### src/rtl/card_port_pkg.sv
package card_port_pkg;
  localparam int DATA_W = 16;
  localparam int ADDR_W = 32;
  localparam int OFS_W  = 26;

  typedef enum logic [1:0] {
    MODE_BYTE_HOLD = 2'd0,
    MODE_WORD_HOLD = 2'd1,
    MODE_REG_STEP  = 2'd2,
    MODE_AUTO_STEP = 2'd3
  } incr_mode_e;

  localparam logic [7:0] CTRL_KEEP_MASK = 8'hB9;
  localparam int CTRL_EN_BIT  = 0;
  localparam int CTRL_RST_BIT = 7;
  localparam int CTRL_MODE_LSB = 3;
endpackage

### src/rtl/card_port_ctrl.sv
module card_port_ctrl
  import card_port_pkg::*;
(
  input  logic       clk,
  input  logic       rst_n,
  input  logic       wr_en,
  input  logic [7:0] wdata,
  output logic [7:0] ctrl_q,
  output logic       soft_rst
);
  logic [7:0] ctrl_d;
  logic       pend_q, pend_d;

  always_comb begin
    pend_d = wr_en && wdata[CTRL_RST_BIT];
    ctrl_d = ctrl_q;
    if (pend_q)     ctrl_d = '0;
    else if (wr_en) ctrl_d = wdata & CTRL_KEEP_MASK;
  end

  always_ff @(posedge clk or negedge rst_n) begin
    if (!rst_n) begin
      ctrl_q <= '0;
      pend_q <= 1'b0;
    end else begin
      ctrl_q <= ctrl_d;
      pend_q <= pend_d;
    end
  end

  assign soft_rst = pend_q;

  AST_RSVD_ZERO: assert property (@(posedge clk) disable iff (!rst_n)
    wr_en && !pend_q |=> (ctrl_q & ~CTRL_KEEP_MASK) == 8'h00);
endmodule

### src/rtl/card_port_step.sv
module card_port_step
  import card_port_pkg::*;
#(
  parameter int W = OFS_W
) (
  input  logic [W-1:0] ofs,
  input  incr_mode_e   mode,
  input  logic         is_word,
  output logic [W-1:0] ofs_next
);
  logic [2:0] inc;

  always_comb begin
    unique case (mode)
      MODE_AUTO_STEP: inc = is_word ? 3'd2 : 3'd1;
      MODE_REG_STEP:  inc = is_word ? 3'd4 : 3'd2;
      default:        inc = 3'd0;
    endcase
    ofs_next = ofs + W'(inc);
  end
endmodule

### src/rtl/card_port_addr.sv
module card_port_addr
  import card_port_pkg::*;
(
  input  logic              clk,
  input  logic              rst_n,
  input  logic              soft_rst,
  input  logic              wr_lo,
  input  logic              wr_hi,
  input  logic [1:0]        be,
  input  logic [DATA_W-1:0] wdata,
  input  logic              step_en,
  input  incr_mode_e        mode,
  input  logic              is_word,
  output logic [ADDR_W-1:0] addr_q
);
  localparam int HI_LSB = DATA_W;

  logic [ADDR_W-1:0] addr_d;
  logic [OFS_W-1:0]  ofs_next;

  card_port_step #(.W(OFS_W)) u_step (
    .ofs      (addr_q[OFS_W-1:0]),
    .mode     (mode),
    .is_word  (is_word),
    .ofs_next (ofs_next)
  );

  always_comb begin
    addr_d = addr_q;
    if (soft_rst) begin
      addr_d = '0;
    end else begin
      if (step_en) addr_d[OFS_W-1:0] = ofs_next;
      for (int b = 0; b < 2; b++) begin
        if (wr_lo && be[b]) addr_d[b*8 +: 8]          = wdata[b*8 +: 8];
        if (wr_hi && be[b]) addr_d[HI_LSB + b*8 +: 8] = wdata[b*8 +: 8];
      end
    end
  end

  always_ff @(posedge clk or negedge rst_n) begin
    if (!rst_n) addr_q <= '0;
    else        addr_q <= addr_d;
  end

  AST_HOLD_STABLE: assert property (@(posedge clk) disable iff (!rst_n)
    step_en && !wr_lo && !wr_hi && !soft_rst &&
    (mode == MODE_BYTE_HOLD || mode == MODE_WORD_HOLD) |=> $stable(addr_q));
  AST_QUAL_KEEP: assert property (@(posedge clk) disable iff (!rst_n)
    step_en && !wr_hi && !soft_rst |=>
    addr_q[ADDR_W-1:OFS_W] == $past(addr_q[ADDR_W-1:OFS_W]));
  AST_SOFT_CLEAR: assert property (@(posedge clk) disable iff (!rst_n)
    soft_rst |=> addr_q == '0);
endmodule

### src/rtl/card_port_seq.sv
module card_port_seq
  import card_port_pkg::*;
(
  input  logic        clk,
  input  logic        rst_n,
  input  logic [2:0]  host_widx,
  input  logic [1:0]  host_be,
  input  logic        host_wr,
  input  logic        host_rd,
  input  logic [15:0] host_wdata,
  output logic [15:0] host_rdata,
  input  logic [7:0]  sock_status,
  output logic        card_req,
  output logic        card_wr,
  output logic        card_word,
  output logic [31:0] card_addr,
  output logic [15:0] card_wdata,
  input  logic [15:0] card_rdata,
  output logic        card_reg_space,
  output logic [2:0]  card_sock,
  output logic        card_indirect,
  output logic        card_io
);
  logic [7:0]        ctrl_q;
  logic              soft_rst;
  logic [ADDR_W-1:0] addr_q;
  logic              port_en, data_sel, data_acc, is_word;
  logic              wr_lo, wr_hi, wr_ctrl;
  incr_mode_e        mode;

  assign port_en  = ctrl_q[CTRL_EN_BIT];
  assign mode     = incr_mode_e'(ctrl_q[CTRL_MODE_LSB +: 2]);
  assign data_sel = (host_widx == 3'd0);
  assign data_acc = data_sel && (host_wr || host_rd) && (host_be != 2'b00) && port_en;
  assign is_word  = (host_be == 2'b11);
  assign wr_lo    = host_wr && (host_widx == 3'd1);
  assign wr_hi    = host_wr && (host_widx == 3'd2);
  assign wr_ctrl  = host_wr && (host_widx == 3'd3) && host_be[0];

  card_port_ctrl u_ctrl (
    .clk      (clk),
    .rst_n    (rst_n),
    .wr_en    (wr_ctrl),
    .wdata    (host_wdata[7:0]),
    .ctrl_q   (ctrl_q),
    .soft_rst (soft_rst)
  );

  card_port_addr u_addr (
    .clk      (clk),
    .rst_n    (rst_n),
    .soft_rst (soft_rst),
    .wr_lo    (wr_lo),
    .wr_hi    (wr_hi),
    .be       (host_be),
    .wdata    (host_wdata),
    .step_en  (data_acc),
    .mode     (mode),
    .is_word  (is_word),
    .addr_q   (addr_q)
  );

  assign card_req       = data_acc;
  assign card_wr        = data_acc && host_wr;
  assign card_word      = is_word;
  assign card_addr      = addr_q;
  assign card_wdata     = host_wdata;
  assign card_reg_space = addr_q[31];
  assign card_sock      = addr_q[30:28];
  assign card_indirect  = addr_q[27];
  assign card_io        = addr_q[26];

  always_comb begin
    unique case (host_widx)
      3'd0:    host_rdata = port_en ? card_rdata : 16'hFFFF;
      3'd1:    host_rdata = addr_q[15:0];
      3'd2:    host_rdata = addr_q[31:16];
      3'd3:    host_rdata = {sock_status, ctrl_q};
      default: host_rdata = 16'h0000;
    endcase
  end

  AST_DIS_NO_REQ: assert property (@(posedge clk) disable iff (!rst_n)
    !port_en |-> !card_req);
  AST_DIS_ADDR_KEEP: assert property (@(posedge clk) disable iff (!rst_n)
    !port_en && data_sel && !soft_rst |=> $stable(addr_q));
endmodule

### config.mk
export PLATFORM = sky130hd
export DESIGN_NAME = card_port_seq
export DESIGN_NICKNAME = d
export VERILOG_FILES = /design/src/rtl/card_port_pkg.sv /design/src/rtl/card_port_ctrl.sv /design/src/rtl/card_port_step.sv /design/src/rtl/card_port_addr.sv /design/src/rtl/card_port_seq.sv
export SDC_FILE = /design/constraint.sdc
export NUM_CORES = 1
export LEC_CHECK = 0
export BUFFER_PORTS_ARGS = -buffer_cell sky130_fd_sc_hd__buf_4
export CORE_ASPECT_RATIO = 1.5
export CORE_UTILIZATION = 49
export DETAILED_ROUTE_END_ITERATION = 8
export GPL_TIMING_DRIVEN = 0
export PLACE_DENSITY = 0.8
export SETUP_SLACK_MARGIN = 0.3
export SKIP_CTS_REPAIR_TIMING = 1
export SLEW_MARGIN = 20
export SYNTH_ARGS = -nofsm -noshare
export SYNTH_HDL_FRONTEND = slang
export SYNTH_SLANG_ARGS = --single-unit
### constraint.sdc
create_clock -name clk -period 3.13 [get_ports clk]
set_clock_uncertainty 0.15 [all_clocks]
set_input_delay 0.1565 -clock clk [delete_from_list [all_inputs] [get_ports clk]]
set_output_delay 0.1565 -clock clk [all_outputs]
set_load 0.02 [all_outputs]
After elaboration in Yosys (flattened, before gate mapping). Index checks and enable logic that the tools add are counted.

Register bits: 41. Output and inout bits: 73. Word-level logic and storage cells: 49.

$add $sub $neg: 1. Eq/ne operators: 6. Mux-type cells: 13. Reductions and logical operators: 22.

Operators with widths (number): $pmux 16 s4 (1); $mux 8 (6); $mux 32 (1); $add 26x3->26 (1); $mux 26 (1); $mux 16 (1); $logic_and 1x1->1 (13); $reduce_bool 3->1 (4); $eq 2x2->1 const B (3); $eq 3x2->1 const B (2); $pmux 3 s2 (1); $reduce_bool 2->1 (3); $eq 3x1->1 const B (1); $logic_not 3->1 (1); $mux 3 (1); $mux 2 (1); $logic_or 1x1->1 (1).

Depth between registers and ports, before layout. Gate-level depths: netlist of run 1.

Depth in word-level cells: 7. Gate-level depth with buffers: 10. Gate-level depth less buffers: 10.

Cells and area by module. From an unflattened synthesis of run 1, not the netlist that was laid out.

Cell total of the unflattened synthesis: 355. Area, all modules: 3508.4 sq um.

Modules (own cells, without submodules): card_port_addr (times used 1, cells an instance 144, area each 1754.2 sq um, seq. area each 800.8 sq um); card_port_seq (times used 1, cells an instance 111, area each 892.1 sq um, seq. area each 0.0 sq um); card_port_step (times used 1, cells an instance 78, area each 598.1 sq um, seq. area each 0.0 sq um); card_port_ctrl (times used 1, cells an instance 22, area each 264.0 sq um, seq. area each 150.1 sq um).

Worst setup path after synthesis of run 1. OpenSTA, ideal clock, no wires.

Kind: reg-to-reg. Start point: register u_ctrl.ctrl_q[3]. End point: register u_addr.addr_q[24]. Arrival: 2.174 ns. Required time: 2.842 ns. Slack: 0.667 ns. Stages on the path, launching flop included: 10. Buffers on the path: 0. Clock period less this slack: 2.463 ns. Cells stage by stage: dfrtp_1 > and3_1 > ha_1 > inv_1 > fa_1 > nor2b_1 > o2111ai_1 > nor4_4 > mux2i_1 > a211oi_1.

Word-level cells in the longest chain between the ends: 6. Elaborated cells on any way between the ends: 7.

RTL lines: start: declaration (line card_port_ctrl.sv:8) `output logic [7:0] ctrl_q,`; start signal: assignment (line card_port_ctrl.sv:26) `ctrl_q <= ctrl_d;`; $eq 2x2->1 (line card_port_step.sv:14) `unique case (mode)`; $pmux 3 s2 (*) (line card_port_step.sv:14); $add 26x3->26 (*) (line card_port_step.sv:19) `ofs_next = ofs + W'(inc);`; $mux 26 (*) (line card_port_addr.sv:33) `if (step_en) addr_d[OFS_W-1:0] = ofs_next;`; $mux 8 (*) (line card_port_addr.sv:36) `if (wr_hi && be[b]) addr_d[HI_LSB + b*8 +: 8] = wdata[b*8 +: 8];`; $mux 32 (*) (line card_port_addr.sv:30) `if (soft_rst) begin`; end signal: assignment (line card_port_addr.sv:43) `else addr_q <= addr_d;`; end: declaration (line card_port_addr.sv:14) `output logic [ADDR_W-1:0] addr_q`.

Mark *: on every way between the ends. The rest lies on a longest branch, timed or not. The select of a mux whose other input is x is not followed. A chain may end at the register's enable or synchronous reset.

Worst setup path in the final report of run 1. Same ends and word-level chain as after synthesis.

==> results of run 1 <==
[sequential cells by signal (all words and copies together), names as in the netlist]
register and flops:
u_addr.addr_q 32, u_ctrl.ctrl_q 5, u_ctrl.soft_rst 1
[cell families after synthesis]
logic type / after synthesis / share of synthesized area [%]
xor gates and xnor gates: 24 / 7.146
DFF: 38 / 32.33
adders and majority gates: 4 / 1.957
buffers and inverters: 58 / 10.76
AOI/OAI and AO/OA: 75 / 17.99
and+or+nand+nor: 139 / 23.27
muxes: 19 / 6.550
[metrics by stage]
step	power [mW]	setup slack, ps	instance area, sq um
CTS	2.111	250.7	4025
global route	2.236	345.2	4129
finish	2.137	452.4	4129
global placement	1.735	284.6	3925
floorplan	1.315	667.4	2942
detailed placement	1.753	265.0	3930
[cell usage after synthesis, drive strengths merged, types with 7 or more instances]
cell | count | area, sq um
a211oi | 34 | 265.3
xnor2 | 17 | 148.9
clkbuf | 15 | 56.30
nand2 | 27 | 101.4
inv | 14 | 52.55
dfrtp | 38 | 950.9
a21oi | 18 | 90.09
nand4 | 12 | 75.07
mux2i | 17 | 170.2
buf | 28 | 203.9
nand3 | 10 | 50.05
xor2 | 7 | 61.31
nor2 | 56 | 212.7
[area by class of cell]
cell class	instances	area (sq um)	share of cell area, %
clock buffer	6	82.58	2.000
multi-input combinational	261	1713	41.48
inverter	15	56.30	1.364
buffer	43	260.3	6.303
clock inverter	2	12.51	0.3030
timing repair buffer	126	963.4	23.33
sequential	38	950.9	23.03
tap	72	90.09	2.182
[tightest hold or removal path, stage by stage]
cell and delay (ps):
buf_4 130, nand2_1 60, a21oi_1 50
[power groups by stage]
stage	registers (mW)	logic [mW]	clock network [mW]
4_1_cts	0.789	0.962	0.360
5_1_grt	0.809	1.04	0.384
6_report	0.800	0.976	0.362
3_5_place_dp	0.799	0.954	0
3_3_place_gp	0.797	0.939	0
2_1_floorplan	0.861	0.454	0
[metal layers]
metal,track usage (%),vias up
met3,4.717,45
met5,0,-
met2,58.37,200
met4,19.90,0
met1,38.62,1544
li1,-,1525
[path summary, 6_finish.rpt]
path	end	cells after the start
max	u_addr.addr_q[24]$_DFFE_PN0P_	9
min	u_addr.addr_q[31]$_DFFE_PN0P_	3
max reg2reg	u_addr.addr_q[24]$_DFFE_PN0P_	9
min reg2reg	u_ctrl.ctrl_q[7]$_DFFE_PN0P_	2
max in group asynchronous	u_addr.addr_q[0]$_DFFE_PN0P_	2
min in group asynchronous	u_addr.addr_q[13]$_DFFE_PN0P_	2
==> out/summary.json, run 1 <==
{
  "status": "complete, but fails checks",
  "violations_in_the_final_reports": "hold timing",
  "fillCellCount": 510,
  "clock_power_share_pct": 16.9,
  "max_freq_mhz": 373.5,
  "finish.utilization_pct": 71.37,
  "vias": 3314,
  "critPathArrivalTime_ps": 2690,
  "cellInternalPower_mw": 1.239,
  "synth_edf_count": 0,
  "postRouteWirelength_microns": 10500,
  "buffer_ports.inserted": 119,
  "rrSetupSlack_ps": 450,
  "std_cell_core_area_sq_um": 5786,
  "diodes": 0,
  "synth-seq-area-share_pct": 32.33,
  "report.final.setup_viol": 0,
  "critPathTopFamily": "simple AND/OR/NAND/NOR gates",
  "fin_crit_sh_pct": 85.55,
  "post_layout_nonfiller_instances": 563,
  "timing.critical_path.from": "u_ctrl.ctrl_q[3]$_DFFE_PN0P_",
  "slew-limit-headroom_pct": 50.97,
  "tritoncts_clock_tree": "done",
  "fin_hold_ws_ps": -9.570,
  "critical_path.startpoint_type": "register",
  "final.min_clock_period_ps": 2678,
  "vias_per_cell": 5.886,
  "max_cap_violations": 0,
  "ys_warn_count": 0,
  "largest_net_degree_at_the_start_of_global_routing": 39,
  "timing.setup.tns_ps": 0,
  "worst_hold_startpoint": "host_wdata[15]",
  "tritoncts.num_buffers": 5,
  "post_synth_instance_area_sq_um": 2942,
  "grt_overflow": 0,
  "initialDrtViolationCount": 213,
  "die_h_microns": 96.90,
  "critical_path.max_stage_delay_ps": 430,
  "top_level_ports": 122,
  "place.detailed.hpwl_microns": 8009,
  "clock_sink_count": 38,
  "ys_types": 47,
  "async_flop_share_pct": 100.0,
  "tightest_slew_ps": 735.4,
  "rsz0062_at_grt": "false",
  "critical_path.max_fanout": 7,
  "top_layer_used": "met4",
  "route.met3.wl_microns": 765,
  "report.final.slew_viol_count": 0,
  "finalHoldViolCount": 3,
  "floorplan.initialDensity_pct": 50.84,
  "die_width_microns": 65.26,
  "rows": 34,
  "wire_per_inst_microns": 18.66,
  "synth.ff_latch_count": 38,
  "gp_congestion": 0.9381,
  "slowest_cell_on_the_critical_path": "dfrtp_1",
  "worst_setup_path_end_kind": "register",
  "path_class": "reg -> reg",
  "final_layout_size_suffix_gt1_share_pct": 34.01,
  "syn_to_final_growth_pct": 40.37,
  "clkLatencyLatePin_ps": 290,
  "place.detailed.instances": 548,
  "required_ps": 3140,
  "route.detailed.drc": 0,
  "met1Wirelength_microns": 3808,
  "leakage_nw": 1.889,
  "wire_length_of_the_first_global_routing_pass_microns": 16100,
  "layout_commonest_cell": "buf_4",
  "switchingPower_mw": 0.8984,
  "max-vdd-ir-drop_mv": 0.3473,
  "dr_wl_met2_microns": 5347,
  "antenna_found_initial": 0,
  "first_global_vias": 3145,
  "timing.hold.worst.class": "in -> reg",
  "cts-root-buf": "clkbuf_8",
  "mappedNetlistNets": 410,
  "ant_nets": 0,
  "grt.total_usage_pct": 33.94,
  "cts.reportedPaths.clkPinSlew_ps": 80,
  "die_area_sq_um": 6323,
  "switching_share_pct": 42.03,
  "synth_area_per_cell_sq_um": 8.240,
  "most-common-layout-cells": "buf_4, nor2_1, dfrtp_1, a211oi_1, nand2_1",
  "postSynthCellCount": 357,
  "combPwrFrac_pct": 45.6,
  "finalNetCount": 543,
  "firstDrtPassIters": 5,
  "critical_path.cell_chain": "and3_1 -> ha_1 -> inv_1 -> fa_1 -> nor2b_2 -> o2111ai_4 -> nor4_4 -> mux2i_1 -> a211oi_1",
  "clock_tree.buffer_depth": 2,
  "worst_r2r_startpoint": "u_ctrl.ctrl_q[3]$_DFFE_PN0P_",
  "power.density_nw_per_um2": 517.6,
  "dominant_register_cell_in_the_synthesized_netlist": "dfrtp_1",
  "critical_path_buf_inv_count": 1,
  "seqPwrFrac_pct": 37.4,
  "htree_num_levels": 2
}
No activity file was read; power rests on OpenSTA's default activity.
==> run 2, diff against run 1 <==
- clock period: 3.13 -> 2.7 ns (I/O delays scaled with it)
==> run 2 against run 1 <==
Compared with the run above:
- design area increased by 5.1%
- wire length increased by 4.2%
- the run still ends with hold timing left
- sequential power increased by 17%
- via count increased by 2.2%
- first-iteration DRC count increased by 4.2%
- setup slack got worse by 310 ps
- register-to-register slack got worse by 310 ps
==> out/summary.json, run 2 (synthesized netlist as in run 1, its figures left out) <==
{
  "critical_path.startpoint_type": "register",
  "combPwrFrac": {"value": 43.5, "unit": "%", "change": "-2.1 points"},
  "die_area": {"value": 6323, "unit": "sq um", "change": "unchanged"},
  "seqPwrFrac": {"value": 34.6, "unit": "%", "change": "-2.8 points"},
  "status": "complete, but fails checks",
  "diodes": {"value": 0, "change": "unchanged"},
  "leakage": {"value": 1.985, "unit": "nW", "change": "+5.1%"},
  "max_freq": {"value": 390.7, "unit": "MHz", "change": "+4.6%"},
  "cts-root-buf": "clkbuf_8",
  "fin_crit_sh": {"value": 94.80, "unit": "%", "change": "+9.3 points"},
  "timing.hold.worst.class": "in -> reg",
  "finalNetCount": {"value": 554, "change": "+2.0%"},
  "critPathArrivalTime": {"value": 2570, "unit": "ps", "change": "-120 ps"},
  "final_layout_size_suffix_gt1_share": {"value": 36.65, "unit": "%", "change": "+2.6 points"},
  "rrSetupSlack": {"value": 140, "unit": "ps", "change": "-310 ps"},
  "tritoncts.num_buffers": {"value": 5, "change": "unchanged"},
  "syn_to_final_growth_pct": 47.51,
  "r2r_cells": {"value": 9, "change": "unchanged"},
  "report.final.slew_viol_count": {"value": 0, "change": "unchanged"},
  "ant_nets": {"value": 0, "change": "unchanged"},
  "slew-limit-headroom": {"value": 51.80, "unit": "%", "change": "+0.82 points"},
  "clock_sink_count": {"value": 38, "change": "unchanged"},
  "route.detailed.drc": {"value": 0, "change": "unchanged"},
  "required": {"value": 2710, "unit": "ps", "change": "-430 ps"},
  "worst_setup_path_end_kind": "register",
  "seqCellArea": {"value": 952.2, "unit": "sq um", "change": "+0.13%"},
  "grt.total_usage": {"value": 34.03, "unit": "%", "change": "+0.080 points"},
  "buffer_ports.inserted": {"value": 119, "change": "unchanged"},
  "violations_in_the_final_reports": "hold timing",
  "gp_congestion": {"value": 0.9070, "change": "-3.3%"},
  "layout_commonest_cell": "buf_4",
  "max_cap_violations": {"value": 0, "change": "unchanged"},
  "multi_input_comb_area": {"value": 1783, "unit": "sq um", "change": "+4.1%"},
  "finalHoldViolCount": {"value": 4, "change": "+1"},
  "initialDrtViolationCount": {"value": 222, "change": "+4.2%"},
  "first_global_vias": {"value": 3148, "change": "+0.095%"},
  "final.min_clock_period": {"value": 2560, "unit": "ps", "change": "-118.0 ps"},
  "firstDrtPassIters": {"value": 5, "change": "unchanged"},
  "cts.reportedPaths.clkPinSlew": {"value": 80, "unit": "ps", "change": "about the same"},
  "wire_length_of_the_first_global_routing_pass": {"value": 16120, "unit": "microns", "change": "about the same"},
  "critical_path_buf_inv_count": {"value": 1, "change": "unchanged"},
  "tritoncts_clock_tree": "done",
  "grt_overflow": {"value": 0, "change": "unchanged"},
  "switchingPower": {"value": 1.088, "unit": "mW", "change": "+21%"},
  "critPathTopFamily": "simple AND/OR/NAND/NOR gates",
  "switching_share": {"value": 40.03, "unit": "%", "change": "-2.0 points"},
  "path_class": "reg -> reg",
  "slowest_cell_on_the_critical_path": "fa_2",
  "placedInstanceArea": {"value": 3934, "unit": "sq um", "change": "about the same"},
  "worst_r2r_startpoint": "u_ctrl.ctrl_q[3]$_DFFE_PN0P_",
  "total_power": {"value": 2.718, "unit": "mW", "change": "+27%"},
  "tightest_slew": {"value": 723.0, "unit": "ps", "change": "-12.37 ps"},
  "worst_hold_startpoint": "host_wdata[5]",
  "wire_per_inst": {"value": 19.07, "unit": "microns", "change": "+2.2%"},
  "clock_tree.buffer_depth": {"value": 2, "change": "unchanged"},
  "critical_path.max_fanout": {"value": 7, "change": "unchanged"},
  "largest_net_degree_at_the_start_of_global_routing": {"value": 39, "change": "unchanged"},
  "holdPathEnd": "u_ctrl.ctrl_q[5]$_DFFE_PN0P_",
  "place.detailed.hpwl": {"value": 7999, "unit": "microns", "change": "-0.12%"},
  "critical_path.max_stage_delay": {"value": 420, "unit": "ps", "change": "about the same"},
  "max-vdd-ir-drop": {"value": 0.4907, "unit": "mV", "change": "+41%"},
  "postRouteWirelength": {"value": 10950, "unit": "microns", "change": "+4.2%"},
  "top_level_ports": {"value": 122, "change": "unchanged"},
  "cellInternalPower": {"value": 1.630, "unit": "mW", "change": "+32%"},
  "critical_path.cell_chain": "and3_4 -> ha_4 -> inv_2 -> fa_2 -> nor2b_4 -> o2111ai_4 -> nor4_4 -> mux2i_1 -> a211oi_1",
  "endpoint_of_the_worst_register_to_register_path": "u_addr.addr_q[24]$_DFFE_PN0P_",
  "fin_area": {"value": 4339, "unit": "sq um", "change": "+5.1%"},
  "clock_power_share": {"value": 21.9, "unit": "%", "change": "+5.0 points"},
  "timing.hold.worst_path_depth": {"value": 3, "change": "unchanged"},
  "most-common-layout-cells": "buf_4, nor2_1, dfrtp_1, a211oi_1, nand2_1",
  "rows": {"value": 34, "change": "unchanged"},
  "vias_per_cell": {"value": 5.902, "change": "+0.27%"},
  "report.final.setup_viol": {"value": 0, "change": "unchanged"},
  "die_h": {"value": 96.90, "unit": "microns", "change": "unchanged"},
  "fillCellCount": {"value": 444, "change": "-13%"},
  "htree_num_levels": {"value": 2, "change": "unchanged"},
  "clkLatencyLatePin": {"value": 300, "unit": "ps", "change": "about the same"},
  "die_width": {"value": 65.26, "unit": "microns", "change": "unchanged"},
  "power.density": {"value": 626.3, "unit": "nW/um^2", "change": "+21%"},
  "registers.top_by_ff_count": "u_addr.addr_q",
  "antenna_found_initial": {"value": 0, "change": "unchanged"},
  "std_cell_core_area": {"value": 5786, "unit": "sq um", "change": "unchanged"},
  "largest_register_ffs": {"value": 32, "change": "unchanged"},
  "rsz0062_at_grt": "true",
  "fin_hold_ws": {"value": -19.43, "unit": "ps", "change": "-9.860 ps"},
  "vias": {"value": 3388, "change": "+2.2%"},
  "floorplan.initialDensity": {"value": 50.84, "unit": "%", "change": "unchanged"}
}
[run 2: metal layers]
metal / global-route usage (%) / up-vias / part of all wire [%]
met2: 57.89 / 235 / 50
met5: 0 / - / 0
met1: 39.25 / 1563 / 35
li1: - / 1539 / -
met4: 19.06 / 0 / 6.8
met3: 5.425 / 51 / 8.4
[run 2: final cells by class]
cell class / count / area share, %
buffer: 43 / 6.084
clock buffer: 5 / 1.586
sequential: 38 / 21.94
multi-input combinational: 261 / 41.09
tap: 72 / 2.076
timing repair buffer: 137 / 24.34
inverter: 15 / 1.298
clock inverter: 3 / 1.586
[run 2: how the worst max path moves through the flow]
stage | from | cells after the start | slack, ps | to
2_1_floorplan | u_ctrl.ctrl_q[3]$_DFFE_PN0P_ | 9 | 300 | u_addr.addr_q[24]$_DFFE_PN0P_
3_3_place_gp | host_be[0] | 11 | 20 | u_addr.addr_q[24]$_DFFE_PN0P_
3_5_place_dp | u_ctrl.ctrl_q[3]$_DFFE_PN0P_ | 9 | -40 | u_addr.addr_q[24]$_DFFE_PN0P_
4_1_cts | u_ctrl.ctrl_q[3]$_DFFE_PN0P_ | 9 | -120 | u_addr.addr_q[22]$_DFFE_PN0P_
5_1_grt | u_ctrl.ctrl_q[4]$_DFFE_PN0P_ | 8 | 6 | u_addr.addr_q[19]$_DFFE_PN0P_
6_report | u_ctrl.ctrl_q[3]$_DFFE_PN0P_ | 9 | 140 | u_addr.addr_q[24]$_DFFE_PN0P_
[run 2: power groups by stage]
stage	clock network [mW]	logic, mW	registers (mW)
3_3_place_gp	0	1.09	0.924
6_report	0.596	1.18	0.939
3_5_place_dp	0	1.11	0.932
2_1_floorplan	0	0.529	0.999
5_1_grt	0.625	1.26	0.950
4_1_cts	0.596	1.12	0.923
[run 2: tightest hold or removal path: stages]
cell and delay [ps]:
buf_4 110, mux2i_1 60, nor2_1 80
[run 2: through the flow]
stage                     instances  TNS (ps)  setup slack (ps)  util (%)
after CTS                       556    -208.4            -117.8     70.37
final                           574         0             140.4     75.00
after floorplan                 357         0             300.5         -
after global placement          548         0             22.79     67.99
after detailed placement        548    -66.75            -35.28     67.99
after global routing            574         0             5.705     75.00
